===== config.mk =====
export PLATFORM = sky130hd
export DESIGN_NAME = evt_timer
export DESIGN_NICKNAME = d
export VERILOG_FILES = /design/src/rtl/tmr_pkg.sv /design/src/rtl/tmr_prescaler.sv /design/src/rtl/tmr_insync.sv /design/src/rtl/tmr_counter.sv /design/src/rtl/tmr_pfd.sv /design/src/rtl/evt_timer.sv
export SDC_FILE = /design/constraint.sdc
export NUM_CORES = 1
export LEC_CHECK = 0
export ABC_AREA = 1
export BUFFER_PORTS_ARGS = -buffer_cell sky130_fd_sc_hd__buf_2
export CORE_MARGIN = 5
export CORE_UTILIZATION = 47
export DETAILED_ROUTE_END_ITERATION = 8
export PLACE_DENSITY = 0.72
export SLEW_MARGIN = 20
export SYNTH_ARGS = -nofsm -noshare
export SYNTH_HDL_FRONTEND = slang
export SYNTH_SLANG_ARGS = --single-unit

===== constraint.sdc =====
create_clock -name clk -period 3.91 [get_ports clk]
set_clock_uncertainty 0.1 [all_clocks]
set_input_delay 0.1955 -clock clk [delete_from_list [all_inputs] [get_ports clk]]
set_output_delay 0.1955 -clock clk [all_outputs]
set_load 0.05 [all_outputs]

===== src/rtl/tmr_pkg.sv =====
package tmr_pkg;
  typedef enum logic [1:0] {
    MODE_IDLE  = 2'b00,
    MODE_EVENT = 2'b01,
    MODE_TIMER = 2'b10,
    MODE_PULSE = 2'b11
  } tmr_mode_e;

  typedef struct packed {
    logic      pfd_en;
    logic [2:0] psel;
    logic      run;
    logic      pol;
    tmr_mode_e mode;
  } tmr_ctl_t;

  localparam int CTL_W = $bits(tmr_ctl_t);
endpackage


===== src/rtl/tmr_prescaler.sv =====
module tmr_prescaler #(
  parameter int STAGES = 7,
  parameter int SEL_W  = 3
) (
  input  logic             clk,
  input  logic             rst,
  input  logic [SEL_W-1:0] sel,
  output logic             tick
);
  localparam logic [SEL_W-1:0] SEL_MAX = SEL_W'(STAGES - 1);

  logic [STAGES-1:0] div_q;
  logic [STAGES-1:0] mask;
  logic [SEL_W-1:0]  sel_c;

  always_ff @(posedge clk) begin
    if (rst) div_q <= '0;
    else     div_q <= div_q + 1'b1;
  end

  always_comb begin
    sel_c = (sel >= SEL_MAX) ? SEL_MAX : sel;
    mask  = '0;
    for (int i = 0; i < STAGES; i++) begin
      if (i <= int'(sel_c)) mask[i] = 1'b1;
    end
    tick = &(div_q | ~mask);
  end
endmodule


===== src/rtl/tmr_insync.sv =====
module tmr_insync #(
  parameter int SYNC_STAGES = 2
) (
  input  logic clk,
  input  logic rst,
  input  logic din,
  input  logic pol,
  output logic act_now,
  output logic act_prev,
  output logic edge_hit
);
  logic [SYNC_STAGES-1:0] sh;
  logic                   last_q;

  generate
    if (SYNC_STAGES == 1) begin : g_single
      always_ff @(posedge clk) begin
        if (rst) sh <= '0;
        else     sh <= din;
      end
    end else begin : g_chain
      always_ff @(posedge clk) begin
        if (rst) sh <= '0;
        else     sh <= {sh[SYNC_STAGES-2:0], din};
      end
    end
  endgenerate

  always_ff @(posedge clk) begin
    if (rst) last_q <= 1'b0;
    else     last_q <= sh[SYNC_STAGES-1];
  end

  assign act_now  = sh[SYNC_STAGES-1] ^ pol;
  assign act_prev = last_q ^ pol;
  assign edge_hit = act_now & ~act_prev;
endmodule


===== src/rtl/tmr_counter.sv =====
module tmr_counter #(
  parameter int CNT_W = 8
) (
  input  logic             clk,
  input  logic             rst,
  input  logic             inc,
  input  logic             load_we,
  input  logic [CNT_W-1:0] load_val,
  input  logic             stopped,
  output logic [CNT_W-1:0] count,
  output logic             wrap
);
  logic [CNT_W-1:0] pre_q;
  logic [CNT_W-1:0] cnt_q;
  logic             at_top;

  assign at_top = &cnt_q;
  assign wrap   = inc & at_top;
  assign count  = cnt_q;

  always_ff @(posedge clk) begin
    if (rst) begin
      pre_q <= '0;
      cnt_q <= '0;
    end else begin
      if (load_we) pre_q <= load_val;
      if (load_we && stopped) cnt_q <= load_val;
      else if (inc)           cnt_q <= at_top ? pre_q : cnt_q + 1'b1;
    end
  end
endmodule


===== src/rtl/tmr_pfd.sv =====
module tmr_pfd #(
  parameter int ENABLE = 1
) (
  input  logic clk,
  input  logic rst,
  input  logic wrap,
  input  logic en,
  output logic pin
);
  localparam logic OPT = (ENABLE != 0);

  logic tgl_q;
  logic pin_q;

  always_ff @(posedge clk) begin
    if (rst) begin
      tgl_q <= 1'b0;
      pin_q <= 1'b0;
    end else begin
      if (wrap) tgl_q <= ~tgl_q;
      pin_q <= OPT & en & tgl_q;
    end
  end

  assign pin = pin_q;
endmodule


===== src/rtl/evt_timer.sv =====
module evt_timer
  import tmr_pkg::*;
#(
  parameter int CNT_W       = 8,
  parameter int PRE_STAGES  = 7,
  parameter int SYNC_STAGES = 2,
  parameter int PFD_OPTION  = 1
) (
  input  logic             clk,
  input  logic             rst,
  input  logic             ctl_we,
  input  logic [7:0]       ctl_wdata,
  input  logic             pre_we,
  input  logic [CNT_W-1:0] pre_wdata,
  input  logic             flag_clr,
  input  logic             tmr_in,
  output logic [CNT_W-1:0] count_o,
  output logic             run_o,
  output logic             ovf_flag_o,
  output logic             pfd_o
);
  localparam int SEL_W = 3;

  tmr_ctl_t ctl_q;
  logic     tick;
  logic     act_now;
  logic     act_prev;
  logic     edge_hit;
  logic     inc;
  logic     wrap;
  logic     pw_done;
  logic     flag_q;

  tmr_prescaler #(.STAGES(PRE_STAGES), .SEL_W(SEL_W)) u_pre (
    .clk (clk),
    .rst (rst),
    .sel (ctl_q.psel),
    .tick(tick)
  );

  tmr_insync #(.SYNC_STAGES(SYNC_STAGES)) u_sync (
    .clk     (clk),
    .rst     (rst),
    .din     (tmr_in),
    .pol     (ctl_q.pol),
    .act_now (act_now),
    .act_prev(act_prev),
    .edge_hit(edge_hit)
  );

  always_comb begin
    inc = 1'b0;
    if (ctl_q.run) begin
      unique case (ctl_q.mode)
        MODE_EVENT: inc = edge_hit;
        MODE_TIMER: inc = tick;
        MODE_PULSE: inc = tick & act_now;
        default:    inc = 1'b0;
      endcase
    end
  end

  assign pw_done = ctl_q.run && (ctl_q.mode == MODE_PULSE) && act_prev && !act_now;

  tmr_counter #(.CNT_W(CNT_W)) u_cnt (
    .clk     (clk),
    .rst     (rst),
    .inc     (inc),
    .load_we (pre_we),
    .load_val(pre_wdata),
    .stopped (~ctl_q.run),
    .count   (count_o),
    .wrap    (wrap)
  );

  tmr_pfd #(.ENABLE(PFD_OPTION)) u_pfd (
    .clk(clk),
    .rst(rst),
    .wrap(wrap),
    .en (ctl_q.pfd_en),
    .pin(pfd_o)
  );

  always_ff @(posedge clk) begin
    if (rst) begin
      ctl_q  <= '0;
      flag_q <= 1'b0;
    end else begin
      if (ctl_we)       ctl_q     <= tmr_ctl_t'(ctl_wdata);
      else if (pw_done) ctl_q.run <= 1'b0;
      if (wrap)          flag_q <= 1'b1;
      else if (flag_clr) flag_q <= 1'b0;
    end
  end

  assign run_o      = ctl_q.run;
  assign ovf_flag_o = flag_q;
endmodule


Word-level counts from Yosys, hierarchy flattened
Index checks and enable logic that the tools add are counted.
- bits in registers: 37
- input bits: 22
- output and inout bits: 11
- logic and storage cells: 62
- add/sub/neg operators: 2
- magnitude comparators: 7
- equal/unequal tests: 3
- muxes and demuxes: 16
- bitwise logic cells: 11
- reductions and logical operators: 10
- operator list (kind ; number):
    $mux W8 ; 3
    $mux W1 ; 11
    $le A3 B3 Y1 const A ; 3
    $add A8 B1 Y8 const B ; 1
    $reduce_and A8 Y1 ; 1
    $add A7 B1 Y7 const B ; 1
    $not A7 Y7 ; 1
    $or A7 B7 Y7 ; 1
    $reduce_and A7 Y1 ; 1
    $le A2 B3 Y1 const A ; 2
    $reduce_bool A2 Y1 ; 3
    $and A1 B1 Y1 ; 4
    $eq A2 B2 Y1 const B ; 2
    $logic_and A1 B1 Y1 ; 4
    $ge A3 B3 Y1 const B ; 1
    $le A1 B3 Y1 const A ; 1
    $mux W3 ; 1
    $not A1 Y1 ; 3
    $pmux W1 S3 ; 1
    $eq A2 B1 Y1 const B ; 1
    $xor A1 B1 Y1 ; 2
    $logic_not A1 Y1 ; 1

Logic depth before layout (Yosys ltp)
Gate-level depths: netlist (run 1).
- depth in word-level cells: 12
- depth in mapped cells: 13
- gate-level depth less buffers: 13

Hierarchy
Synthesis (run 1) repeated with hierarchy kept, for this count alone.
- cells, all modules: 272
- area total of the unflattened synthesis: 1895.6 sq um
- modules (own cells, without submodules) (module ; instances ; cells an instance ; area each (sq um) ; sequential area each (sq um)):
    tmr_counter ; 1 ; 144 ; 994.7 ; 320.3
    tmr_prescaler ; 1 ; 52 ; 354.1 ; 140.1
    evt_timer ; 1 ; 48 ; 347.8 ; 180.2
    tmr_insync ; 1 ; 19 ; 132.6 ; 60.1
    tmr_pfd ; 1 ; 9 ; 66.3 ; 40.0

Least setup slack after synthesis (run 1)
OpenSTA, ideal clock, no wires.
- path kind: register to register
- start point: register u_cnt.cnt_q[0] (netlist: u_cnt.count[0])
- end point: register u_cnt.cnt_q[0] (netlist: u_cnt.count[0])
- setup time: 115 ps
- data arrival time: 1725 ps
- setup slack: 1970 ps
- cell stages (with the launch flop): 11
- cell sequence: dfxtp_1 -> ha_1 -> nand2_1 -> nor2_2 -> nand2_2 -> clkinv_2 -> nor2_1 -> a211oi_1 -> nand2_1 -> nand2_1 -> nor2_1
- cells in the longest elaborated chain, start to end: 4
- elaborated cells on any way between the ends: 5
- those cells by class: add/sub (1); mux (3); reduce/logical (1)
- RTL lines (element ; line ; RTL):
    from (decl) ; tmr_counter.sv:14 ; logic [CNT_W-1:0] cnt_q;
    from (signal assigned) ; tmr_counter.sv:27 ; if (load_we && stopped) cnt_q <= load_val;
    from (signal assigned) ; tmr_counter.sv:28 ; else if (inc) cnt_q <= at_top ? pre_q : cnt_q + 1'b1;
    $add A8 B1 Y8 or $reduce_and A8 Y1 (tied branches) ; tmr_counter.sv:28, tmr_counter.sv:17 ;
    $mux W8 * (2 in series) ; tmr_counter.sv:28 ;
    $mux W8 * ; tmr_counter.sv:27 ;
Mark *: on every way between the ends. The rest lies on a longest branch, timed or not. The select of a mux whose other input is x is not followed.
A chain may end at the register's enable or synchronous reset.

Worst setup path in the final report (run 1)
- start point: register u_cnt.cnt_q[0] (netlist: u_cnt.count[0])
- end point: register u_pfd.tgl_q
- cells in the longest elaborated chain, start to end: 2
- RTL lines (element ; line ; RTL):
    $reduce_and A8 Y1 ; tmr_counter.sv:17 ; assign at_top = &cnt_q;
    $and A1 B1 Y1 ; tmr_counter.sv:18 ; assign wrap = inc & at_top;
    to (signal assigned) ; tmr_pfd.sv:20 ; if (wrap) tgl_q <= ~tgl_q;
    to (decl) ; tmr_pfd.sv:12 ; logic tgl_q;
Every way passes these cells.

==> run summary, run 1 <==
In this run the worst path has a maximum fanout of 8. The clock latency at the later pin of the worst-skew pair was 0.29 ns. The clock network accounts for 34.8% of the total power.

Summed over all layers, the global routing overflow is 0. Entering global routing, the biggest net connects 24 pins. Summed over all nets, wire length on met3 after detailed routing comes to 258 µm.

The run gives 0 as the number of warning messages in the yosys log. Kind of capture point of the worst setup path: a flop. The flow ran to the end, and the final reports show no timing, DRC or antenna violations. Leaving out fill and tap cells, the most frequent cells in the layout are sky130_fd_sc_hd__nand2_1, sky130_fd_sc_hd__nor2_1, sky130_fd_sc_hd__dfxtp_1, sky130_fd_sc_hd__buf_2, sky130_fd_sc_hd__o21ai_0. The number of pins exceeding their max-slew limit in the final report was 0; the number of buffers between clock root and the deepest sink was 2.

The number of nets handed over by synthesis was 279. The tools report the internal power summed over all cells as 0.000601 W. Once the clock tree was built, the resizer swapped 0 gates to a different size. For this block, the routed nets add up to 3.80 mm of wire.

The tools report the number of nets at the end of the flow as 312. TritonCTS built the clock tree. Before antenna repair, the detailed router went through 4 iterations.

In this run, the combinational gates consume 15.5% of the power. Dividing the detail-routed via count by the number of cells gives 4.81. Detailed routing placed a total of 1.57 mm of wire on met2. The total area inside the core boundary comes to 0.00366 mm². Of the total power, the share spent switching nets is 28.2%. After routing, the total negative slack on setup checks comes to 0 ns. In this run the tightest slew margin relative to its limit is 61.8%. Dividing the detail-routed wire length by the instance count gives 11.3 µm. The post-synthesis register bit count works out to 37. The critical path is of the reg -> reg type.

The clock input transition at the sequential cells of the worst setup and hold paths is 0.07 ns. The cell area after synthesis came out at 0.00176 mm². The congestion estimate from routability-driven global placement came to 0.842. The tools report the number of fill cells in the layout as 376. The logs give 0 for the number of hold-slack violations in the final timing report and 49.8% for the sequential power share. The first-iteration detailed-routing DRC count was 86. The total power density per cell area was 408 mW/mm². The share of the clock period used by the worst path was 42.7%; the ratio of cells with drive above 1 in the final layout was 18.0%. The clock tree synthesis step divided the H-tree into 2 levels. Input and output buffers added on the ports amount to 32.

From bottom edge to top edge, the die measures 71.3 µm. Number of hold buffers added after CTS: 0. Timing would allow up to 599 MHz. The placement row count was 22.

In this run the power spent charging and discharging nets is 0.000237 W. The detailed router placed 1,621 vias in this run. The tools report the antenna diode instance count as 0. The clock sink count is 37. Full die area: 0.00508 mm².

The logs give 16.6% for the global-route total usage across every layer and 3.99 ns for the data required time at the worst endpoint. In the routed design, unresolved DRC markers number 0. Setup repair after global routing left no endpoint under its margin.

STA classifies the critical path startpoint as a flop. 33 I/O pins were placed. The worst hold path belongs to the class in -> reg.

The highest routed metal layer was met4. Cells fill 56.1% of the core in the end. Once detail routing completed, the nets flagged for antenna violations numbered 0. Subtracting the final worst setup slack from the clock period gives 1.67 ns. The detailed-route wire length on metal 1 was 1.90 mm; the leakage power figure was 0.945 nW. The relative area change from synthesis to final layout was 16.5%. Counting the buffers created by CTS gives 5. In this run the mean area of a mapped cell was 6.92 µm².

The run gives 2.82 mm as the total half-perimeter wirelength after legalization and detailed placement. The starting density of the core is 48.2%, and the register area share after synthesis is 42.0%. The tree is rooted in a sky130_fd_sc_hd__clkbuf_8.

The library cell used most frequently in the layout, excluding fill and tap cells, is sky130_fd_sc_hd__nand2_1. The cell count after synthesis came out at 255. The count of different cell masters after synthesis was 27; the global-route wire length before repair was 6.63 mm. The die is 71.3 µm wide. The slew at the pin closest to its max-slew limit works out to 0.572 ns. The tools report the maximum ir drop on the vdd rail as 0.258 mV. The initial antenna violation count is 0, and the total setup violations reported at the end of the flow is 0. Once the clock tree was built, the setup fixing pass inserted 0 buffers. The run gives 1,427 as the via count of the first global-routing pass. Max-cap violations in this run came to 0. The run gives 1.76 ns as the data arrival time of the critical path.
-- worst paths after layout --
kind / slack, ns / to / start / cells after the start
hold reg to reg: 0.32 / u_sync.sh[1] / u_sync.sh[0] / 2
setup reg to reg: 2.24 / u_pfd.tgl_q / u_cnt.count[0] / 8
hold / removal: 0.008 / u_sync.sh[0] / tmr_in / 3
setup / recovery: 2.24 / u_pfd.tgl_q / u_cnt.count[0] / 8
-- cell families after synthesis --
| family | after synthesis | share of synthesized area [%] |
|---|---|---|
| simple gates | 119 | 29.1 |
| fa+ha+maj | 2 | 1.42 |
| compound gates | 53 | 15.7 |
| buf+inv | 38 | 8.79 |
| flops | 37 | 42.0 |
| xor+xnor | 6 | 2.98 |
-- cells in the mapped netlist (all sizes together) --
library cell,number,area [µm²]
dfxtp,37,741
clkbuf,3,11.3
a21boi,1,7.51
a211oi,2,15.0
o21ai,32,160
nand3,9,45.0
xnor2,3,26.3
clkinv,1,5.00
xor2,3,26.3
nand3b,2,15.0
buf,3,20.0
ha,2,25.0
inv,31,119
a21oi,16,80.1
o31ai,1,7.51
o21bai,1,7.51
nor2,48,198
nand2,60,255
-- power groups by stage --
stage | Sequential [W] | Combinational [W] | Clock, W
floorplan | 0.000447 | 0.0000732 | 0
global placement | 0.000425 | 0.000130 | 0
detailed placement | 0.000426 | 0.000130 | 0
CTS | 0.000417 | 0.000131 | 0.000302
global route | 0.000421 | 0.000147 | 0.000324
finish | 0.000417 | 0.000129 | 0.000291
-- through the flow --
stage                     setup slack [ns]  total power [W]  hold WS (ns)  instance area (µm²)  std cells
after floorplan                       1.97         0.000520         0.165                 1760        255
after global placement                2.32         0.000555         0.292                 1950        329
after detailed placement              2.26         0.000556         0.308                 1950        329
after CTS                             2.25         0.000850       0.00102                 2050        337
after global routing                  2.08         0.000892        0.0235                 2050        337
final                                 2.24         0.000838       0.00844                 2050        337
-- state kept, by name (all words and copies together), names as in the netlist, 2 cells and up --
register / flops
u_cnt.count: 8
u_sync.sh: 2
u_pre.div_q: 7
u_cnt.pre_q: 8
ctl_q: 7
-- metal layers --
| layer | vias to the layer above | global-route usage (%) |
|---|---|---|
| met5 | - | 0 |
| met4 | 0 | 6.26 |
| met3 | 7 | 5.33 |
| met2 | 36 | 23.2 |
| met1 | 710 | 23.7 |
| li1 | 868 | - |
-- worst max-delay path, stage by stage (launching register included) --
cell and delay, ns:
sky130_fd_sc_hd__dfxtp_1 0.41, sky130_fd_sc_hd__ha_1 0.23, sky130_fd_sc_hd__nand2_1 0.08, sky130_fd_sc_hd__nor2_2 0.15
sky130_fd_sc_hd__nand2_2 0.13, sky130_fd_sc_hd__clkinv_2 0.10, sky130_fd_sc_hd__nand3_1 0.14, sky130_fd_sc_hd__o21ai_0 0.17
sky130_fd_sc_hd__nor2_1 0.05
-- area by class of cell --
class                      count  area, µm²  share of cell area (%)
clock inverter                 1       5.00                   0.244
sequential                    37        741                    36.1
tap                           48       60.1                    2.92
timing repair buffer          32        160                    7.80
inverter                      32        124                    6.03
multi-input combinational    180        868                    42.3
clock buffer                   7       96.3                    4.69
(Power assumes the default switching activity.)
==> run 2, diff against run 1 <==
==> constraint.sdc (replaced) <==
create_clock -name clk -period 1.6 [get_ports clk]
set_clock_uncertainty 0.1 [all_clocks]
set_input_delay 0.08 -clock clk [delete_from_list [all_inputs] [get_ports clk]]
set_output_delay 0.08 -clock clk [all_outputs]
set_load 0.05 [all_outputs]
==> run 2 against run 1 <==
- critical path depth is 2 higher
- sequential share of layout area down 3.4 points
- die area unchanged
- global-route usage is 0.90 points higher
- register-to-register slack worse by 2.2 ns
- routed wire length grew 9.2%
- critical endpoint is now u_cnt.count[7]
- largest power group unchanged
==> run summary, run 2 (synthesized netlist as in run 1, its figures left out) <==
The final layout contains 334 nets. In this run, the number of DRC markers left after iteration 0 of detailed routing was 140. Cells fill 63.1% of the core in the end. Master cell of the clock root buffer: sky130_fd_sc_hd__clkbuf_8.

STA classifies the critical path endpoint as a flop. The library cells used most frequently in the layout, excluding fill and tap cells, are sky130_fd_sc_hd__nand2_1, sky130_fd_sc_hd__nor2_1, sky130_fd_sc_hd__buf_2, sky130_fd_sc_hd__dfxtp_1, sky130_fd_sc_hd__inv_1. The worst-case IR drop observed on VDD is 0.559 mV. The die covers 0.00508 mm².

The ratio of cells with drive above 1 in the final layout works out to 21.0%. The TritonCTS buffer count is 5. The logs give 15 for the pin count of the biggest net entering global routing and 4 for the number of detailed-routing iterations run before antenna repair. The maximum fanout count along the critical path was 8; the share of the clock period used by the worst path was 97.0%.

The startpoint of the most critical hold path is ctl_we. Tracing the worst setup path back leads to its startpoint at u_cnt.count[0]. The count of nets left with antenna violations once routing finished came out at 0.

The first global-routing pass estimated 7.09 mm of wire. Leaving out fill and tap cells, the most frequent cell in the layout is sky130_fd_sc_hd__nand2_1. The total half-perimeter wirelength after legalization and detailed placement was 2.85 mm.

The maximum cell stage delay along the critical path came out at 0.38 ns. The logs give 1,568 for the via count of the first global-routing pass and 0 for the total setup violations reported at the end of the flow. Net switching is 28.2% of the power. The logs give 1.68 ns for the data required time at the worst endpoint and 18.1% for the combinational share of power. For this run, design rule violations remaining after detail routing come to 0. For the switching power summed over all nets, the log shows 0.000576 W. In the global route stage, overall resource usage came out at 17.5%.

Power spread over the standard cell area amounts to 883 mW/mm². The die is 71.3 µm wide. CTS built an H-tree with a depth of 2. The slew at the pin closest to its max-slew limit works out to 0.327 ns. The run finished with clean final reports. The sequential power share was 50.3%. The clock latency at the later pin of the worst-skew pair is 0.28 ns. During placement, the flow inserted port buffers numbering 32.

The data arrival time of the critical path is 1.63 ns. The number of vias per cell after detailed routing is 4.71, and the overall die height is 71.3 µm. In this run the static leakage power is 1.05 nW. The core region area came out at 0.00366 mm². The cell family contributing the most delay on the critical path is simple AND/OR/NAND/NOR gates. The critical path is of the reg -> reg type. In this run the core area contains 22 standard-cell rows.

The number of hold-slack violations in the final timing report was 0. Count of vias placed by the detailed router: 1,687. TritonCTS built the clock tree. Traced cell by cell, the critical path runs through ha_4 -> nand2_2 -> nor2_4 -> nand2_4 -> o21ai_0 -> inv_1 -> nand2_1 -> nand2_1 -> nand2_1 -> a21oi_1. The post-route setup TNS is 0 ns, and the wire length reported by the detailed router is 4.15 mm.

The count of buffering cells on the critical path with inverters included is 1. The I/O pin count was 33; the total congestion overflow was 0. The logs give 48.2% for the starting density of the core and 0 for the antenna diode instance count. The detail-routed net length per standard cell works out to 11.6 µm. In this run, the clock network consumes 31.6% of the power.

The launching point of the worst reg2reg path was u_cnt.count[0]. The worst path needs 1.55 ns of the cycle, external delays included. The logs give 0 for the number of pins exceeding their max-slew limit in the final report and 0.796 for the last weighted congestion value of the routability-driven placer. Internal power comes to 0.00146 W. The logs give 78.2% for the worst-case headroom to the max-slew limit and 645 MHz for the fmax.

In this run the deepest clock path goes through 2 buffers. Compared with the post-synthesis result, the final layout area differs by 30.9%. Max-cap violations in this run came to 0. The run gives 0 as the initial antenna violation count.

The run gives 37 as the clock sink count. The worst setup path is launched from a flop. For this design, the slowest cell found on the critical path is sky130_fd_sc_hd__dfxtp_4. The clock input transition at the sequential cells of the worst setup and hold paths was 0.07 ns.

The most numerous cell type found on the critical path is sky130_fd_sc_hd__nand2_1. The min-delay analysis places its worst path in the category in -> reg.
## run 2: cell types whose count changed in the layout (fill, tap and decap cells not counted), sizes merged
cell,previous run,this run
buf,32,36
clkinv,2,0
dlygate4sd3,0,18
inv,31,32
## run 2: tightest hold or removal path, stage by stage
cell,delay [ns]
sky130_fd_sc_hd__buf_2,0.11
sky130_fd_sc_hd__o21ai_0,0.09
sky130_fd_sc_hd__nor2_1,0.08
## run 2: final timing paths
check / to / slack, ns / cells past startpoint
hold / removal: ctl_q[2] / 0.005 / 3
hold reg to reg: u_sync.sh[1] / 0.33 / 2
setup reg to reg: u_cnt.count[7] / 0.05 / 10
setup / recovery: u_cnt.count[7] / 0.05 / 10
## run 2: final cells by class
type	instances	area, µm²
multi-input cells	180	913
well taps	48	60.1
fillers	344	1350
repair buffers	54	370
clock buffers	7	86.3
inverters	32	125
flip-flops and latches	37	753
## run 2: repair_timing
| action | 4_1_cts | 5_1_grt |
|---|---|---|
| gates resized for setup | 0 | 12 |
| hold endpoints to repair | 17 | 0 |
| hold buffers | 18 | 0 |
| endpoints found under the setup margin | 0 | 8 |
| buffers inserted | 0 | 0 |
## run 2: layer usage
metal / vias to the layer above / share of wire (%) / track usage, %
li1: 910 / - / -
met1: 733 / 46 / 22.6
met2: 38 / 47 / 28.1
met3: 6 / 5.5 / 4.77
met4: 0 / 1.4 / 6.26
met5: - / 0 / 0
## run 2: power groups by stage
stage	Combinational [W]	Clock, W	Sequential (W)
after detailed placement	0.000323	0	0.00104
after floorplan	0.000179	0	0.00109
after global placement	0.000321	0	0.00104
after CTS	0.000358	0.000669	0.00102
after global routing	0.000414	0.000715	0.00103
final	0.000369	0.000644	0.00102
## run 2: stage by stage
stage | cell area, µm² | power (W) | hold slack (ns) | worst slack [ns] | instances
detailed placement | 2000 | 0.00137 | 0.202 | 0.0689 | 333
global placement | 2000 | 0.00136 | 0.181 | 0.108 | 333
CTS | 2260 | 0.00205 | 0.00155 | 0.0469 | 358
floorplan | 1780 | 0.00127 | 0.0417 | -0.0315 | 255
global route | 2310 | 0.00216 | 0.0167 | -0.0426 | 358
finish | 2310 | 0.00204 | 0.00514 | 0.0486 | 358
==> run 3, diff against run 2 <==
--- a/config.mk
+++ b/config.mk
@@ -11,6 +11,7 @@
 export CORE_UTILIZATION = 47
 export DETAILED_ROUTE_END_ITERATION = 8
 export PLACE_DENSITY = 0.72
+export RECOVER_POWER = 25
 export SLEW_MARGIN = 20
 export SYNTH_ARGS = -nofsm -noshare
 export SYNTH_HDL_FRONTEND = slang
==> run 3 against run 2 <==
- first-iteration DRC count unchanged
- sequential power about the same
- via count increased by 0.83%
- core utilization decreased by 0.068 points
- final cell count unchanged
==> run summary, run 3 (synthesized netlist as in run 1, its figures left out) <==
The master cell of the clock root buffer was sky130_fd_sc_hd__clkbuf_8. STA classifies the critical path startpoint as a flop. Once detailed placement completed, the half-perimeter wirelength came to 2.85 mm. For the wire length reported by the detailed router, the log shows 4.15 mm. The maximum ir drop on the vdd rail was 0.559 mV. The clock input transition at the sequential cells of the worst setup and hold paths came out at 0.07 ns.

The die covers 0.00508 mm². After detailed routing, the number of remaining DRC violations is 0. The repair_antennas step left the layout with diodes totalling 0. The maximum cell stage delay along the critical path is 0.38 ns, and the number of nets at the end of the flow is 334. For the pin count of the biggest net entering global routing, the log shows 15.

For this run, the total global-route usage over all layers was measured as 17.5%. The overall die height is 71.3 µm, and the total setup violations reported at the end of the flow is 0. Buffers inserted during clock tree synthesis total 5. TritonCTS built the clock tree. The core region is 0.00366 mm². The count of buffering cells on the critical path with inverters included works out to 1.

The logs give 1.68 ns for the data required time at the worst endpoint and 4 for the number of detailed-routing iterations run before antenna repair. Setup slack on the critical path of the routed design comes to 0.0424 ns. Derived from the worst setup path, the maximum achievable clock frequency is 642 MHz.

The library cells used most frequently in the layout, excluding fill and tap cells, are sky130_fd_sc_hd__nand2_1, sky130_fd_sc_hd__nor2_1, sky130_fd_sc_hd__dfxtp_1, sky130_fd_sc_hd__buf_2, sky130_fd_sc_hd__inv_1. The count of buffers inserted at the top-level ports is 32. The residual antenna-violating net count after detailed routing is 0. Cell type of the slowest stage on the worst timing path: sky130_fd_sc_hd__dfxtp_4. At the pin with the least slew margin, the transition time is 0.327 ns.

The number of setup buffers added after CTS is 0. The tightest min-delay check is of the in -> reg type. The I/O pin count was 33. The clock reaches the later pin of the worst-skew pair after 0.28 ns.

The tools report the number of fill cells in the layout as 344. Using the TritonRoute via totals, the vias-per-cell ratio works out to 4.75. Counting stages on the worst path, the most repeated cell is sky130_fd_sc_hd__nand2_1. Data arrives at the worst endpoint at 1.63 ns.

The total congestion overflow was 0. Leaving out fill and tap cells, the most frequent cell in the layout is sky130_fd_sc_hd__nand2_1. The detailed router finished its first iteration with 140 violations.

Measured on the finished design, the core utilization comes to 63.0%. The run finished with clean final reports. The via count of the first global-routing pass is 1,568.

The H-tree was split into 2 levels. The shortest period the worst path allows was 1.56 ns. The total power density per cell area came out at 884 mW/mm². Ratio of cells with drive above 1 in the final layout: 20.3%.

Largest delay contributor family on the critical path: simple AND/OR/NAND/NOR gates. Number of hold-slack violations in the final timing report: 0. The first global-routing pass estimated 7.09 mm of wire. From left edge to right edge, the die measures 71.3 µm.

Clock tree synthesis found a total of 37 sinks. The run gives 1,701 as the count of vias placed by the detailed router. The worst path uses 97.3% of the clock period. The worst-case headroom to the max-slew limit was 78.2%. Counting along the longest clock path gives a buffer depth of 2. The critical path in this run is classified as reg -> reg.

The maximum fanout count along the critical path came out at 8. Across the run, the number of max-cap violations was 0. Relative to the synthesized area, the layout overhead comes to 30.7%. The tools report the initial antenna violation count as 0. The analysis attributes to cell leakage a power of 1.05 nW. Routability-driven placement finished with a final weighted congestion of 0.796.

The placement row count is 22. The number of pins exceeding their max-slew limit in the final report is 0, and the starting density of the core is 48.2%. The tools report the worst slack at placement as 0.0689 ns. Kind of capture point of the worst setup path: a flop. The detail-routed net length per standard cell came out at 11.6 µm. Traced cell by cell, the critical path runs through ha_4 -> nand2_2 -> nor2_4 -> nand2_4 -> o21ai_0 -> inv_1 -> nand2_1 -> nand2_1 -> nand2_1 -> a21oi_1.
## run 3: cell count changes in the layout (fill, tap and decap cells not counted), sizes merged
cell,before,now
buf,36,34
clkbuf,7,9
## run 3: through the flow
stage	instance area, µm²	TNS, ns	std cells	hold slack (ns)	power [W]
after detailed placement	2000	0	333	0.202	0.00137
after global placement	2000	0	333	0.181	0.00136
after global routing	2310	-0.0456	358	0.0167	0.00216
after CTS	2260	0	358	0.00155	0.00205
after floorplan	1780	-0.0315	255	0.0417	0.00127
final	2310	0	358	0.00483	0.00204
## run 3: worst reg2reg max path, stage by stage (launching register included)
cell and delay (ns):
sky130_fd_sc_hd__dfxtp_4 0.38, sky130_fd_sc_hd__ha_4 0.14, sky130_fd_sc_hd__nand2_2 0.06, sky130_fd_sc_hd__nor2_4 0.16, sky130_fd_sc_hd__nand2_4 0.11, sky130_fd_sc_hd__o21ai_0 0.19, sky130_fd_sc_hd__inv_1 0.07, sky130_fd_sc_hd__nand2_1 0.07
sky130_fd_sc_hd__nand2_1 0.06, sky130_fd_sc_hd__nand2_1 0.06, sky130_fd_sc_hd__a21oi_1 0.05
## run 3: layer usage
metal	vias up	GRT usage, %	wire, µm
li1	911	-	-
met1	742	22.6	1910
met2	42	28.1	1950
met3	6	4.77	234
met4	0	6.26	57
met5	-	0	0
## run 3: final timing paths
path	startpoint	end	slack (ns)	cells past startpoint
setup / recovery	u_cnt.count[0]	u_cnt.count[7]	0.04	10
hold reg to reg	u_sync.sh[0]	u_sync.sh[1]	0.33	2
setup reg to reg	u_cnt.count[0]	u_cnt.count[7]	0.04	10
hold / removal	ctl_we	ctl_q[2]	0.005	3
## run 3: power breakdown
part	total, W	internal, W	switching [W]
clock	0.000644	0.000341	0.000303
combinational	0.000369	0.000144	0.000224
sequential	0.00102	0.000976	0.0000488
## run 3: what timing repair did
action	4_1_cts	5_1_grt
hold buffers	18	0
gates resized for setup	0	12
endpoints found under the hold margin	17	0
endpoints found under the setup margin	0	8
## run 3: area by class of cell
class                      instances  area [µm²]  share of cell area [%]
multi-input combinational        180         913                    39.6
sequential                        37         753                    32.7
timing repair buffer              54         368                    16.0
inverter                          32         125                    5.43
clock buffer                       7        86.3                    3.74
tap                               48        60.1                    2.60
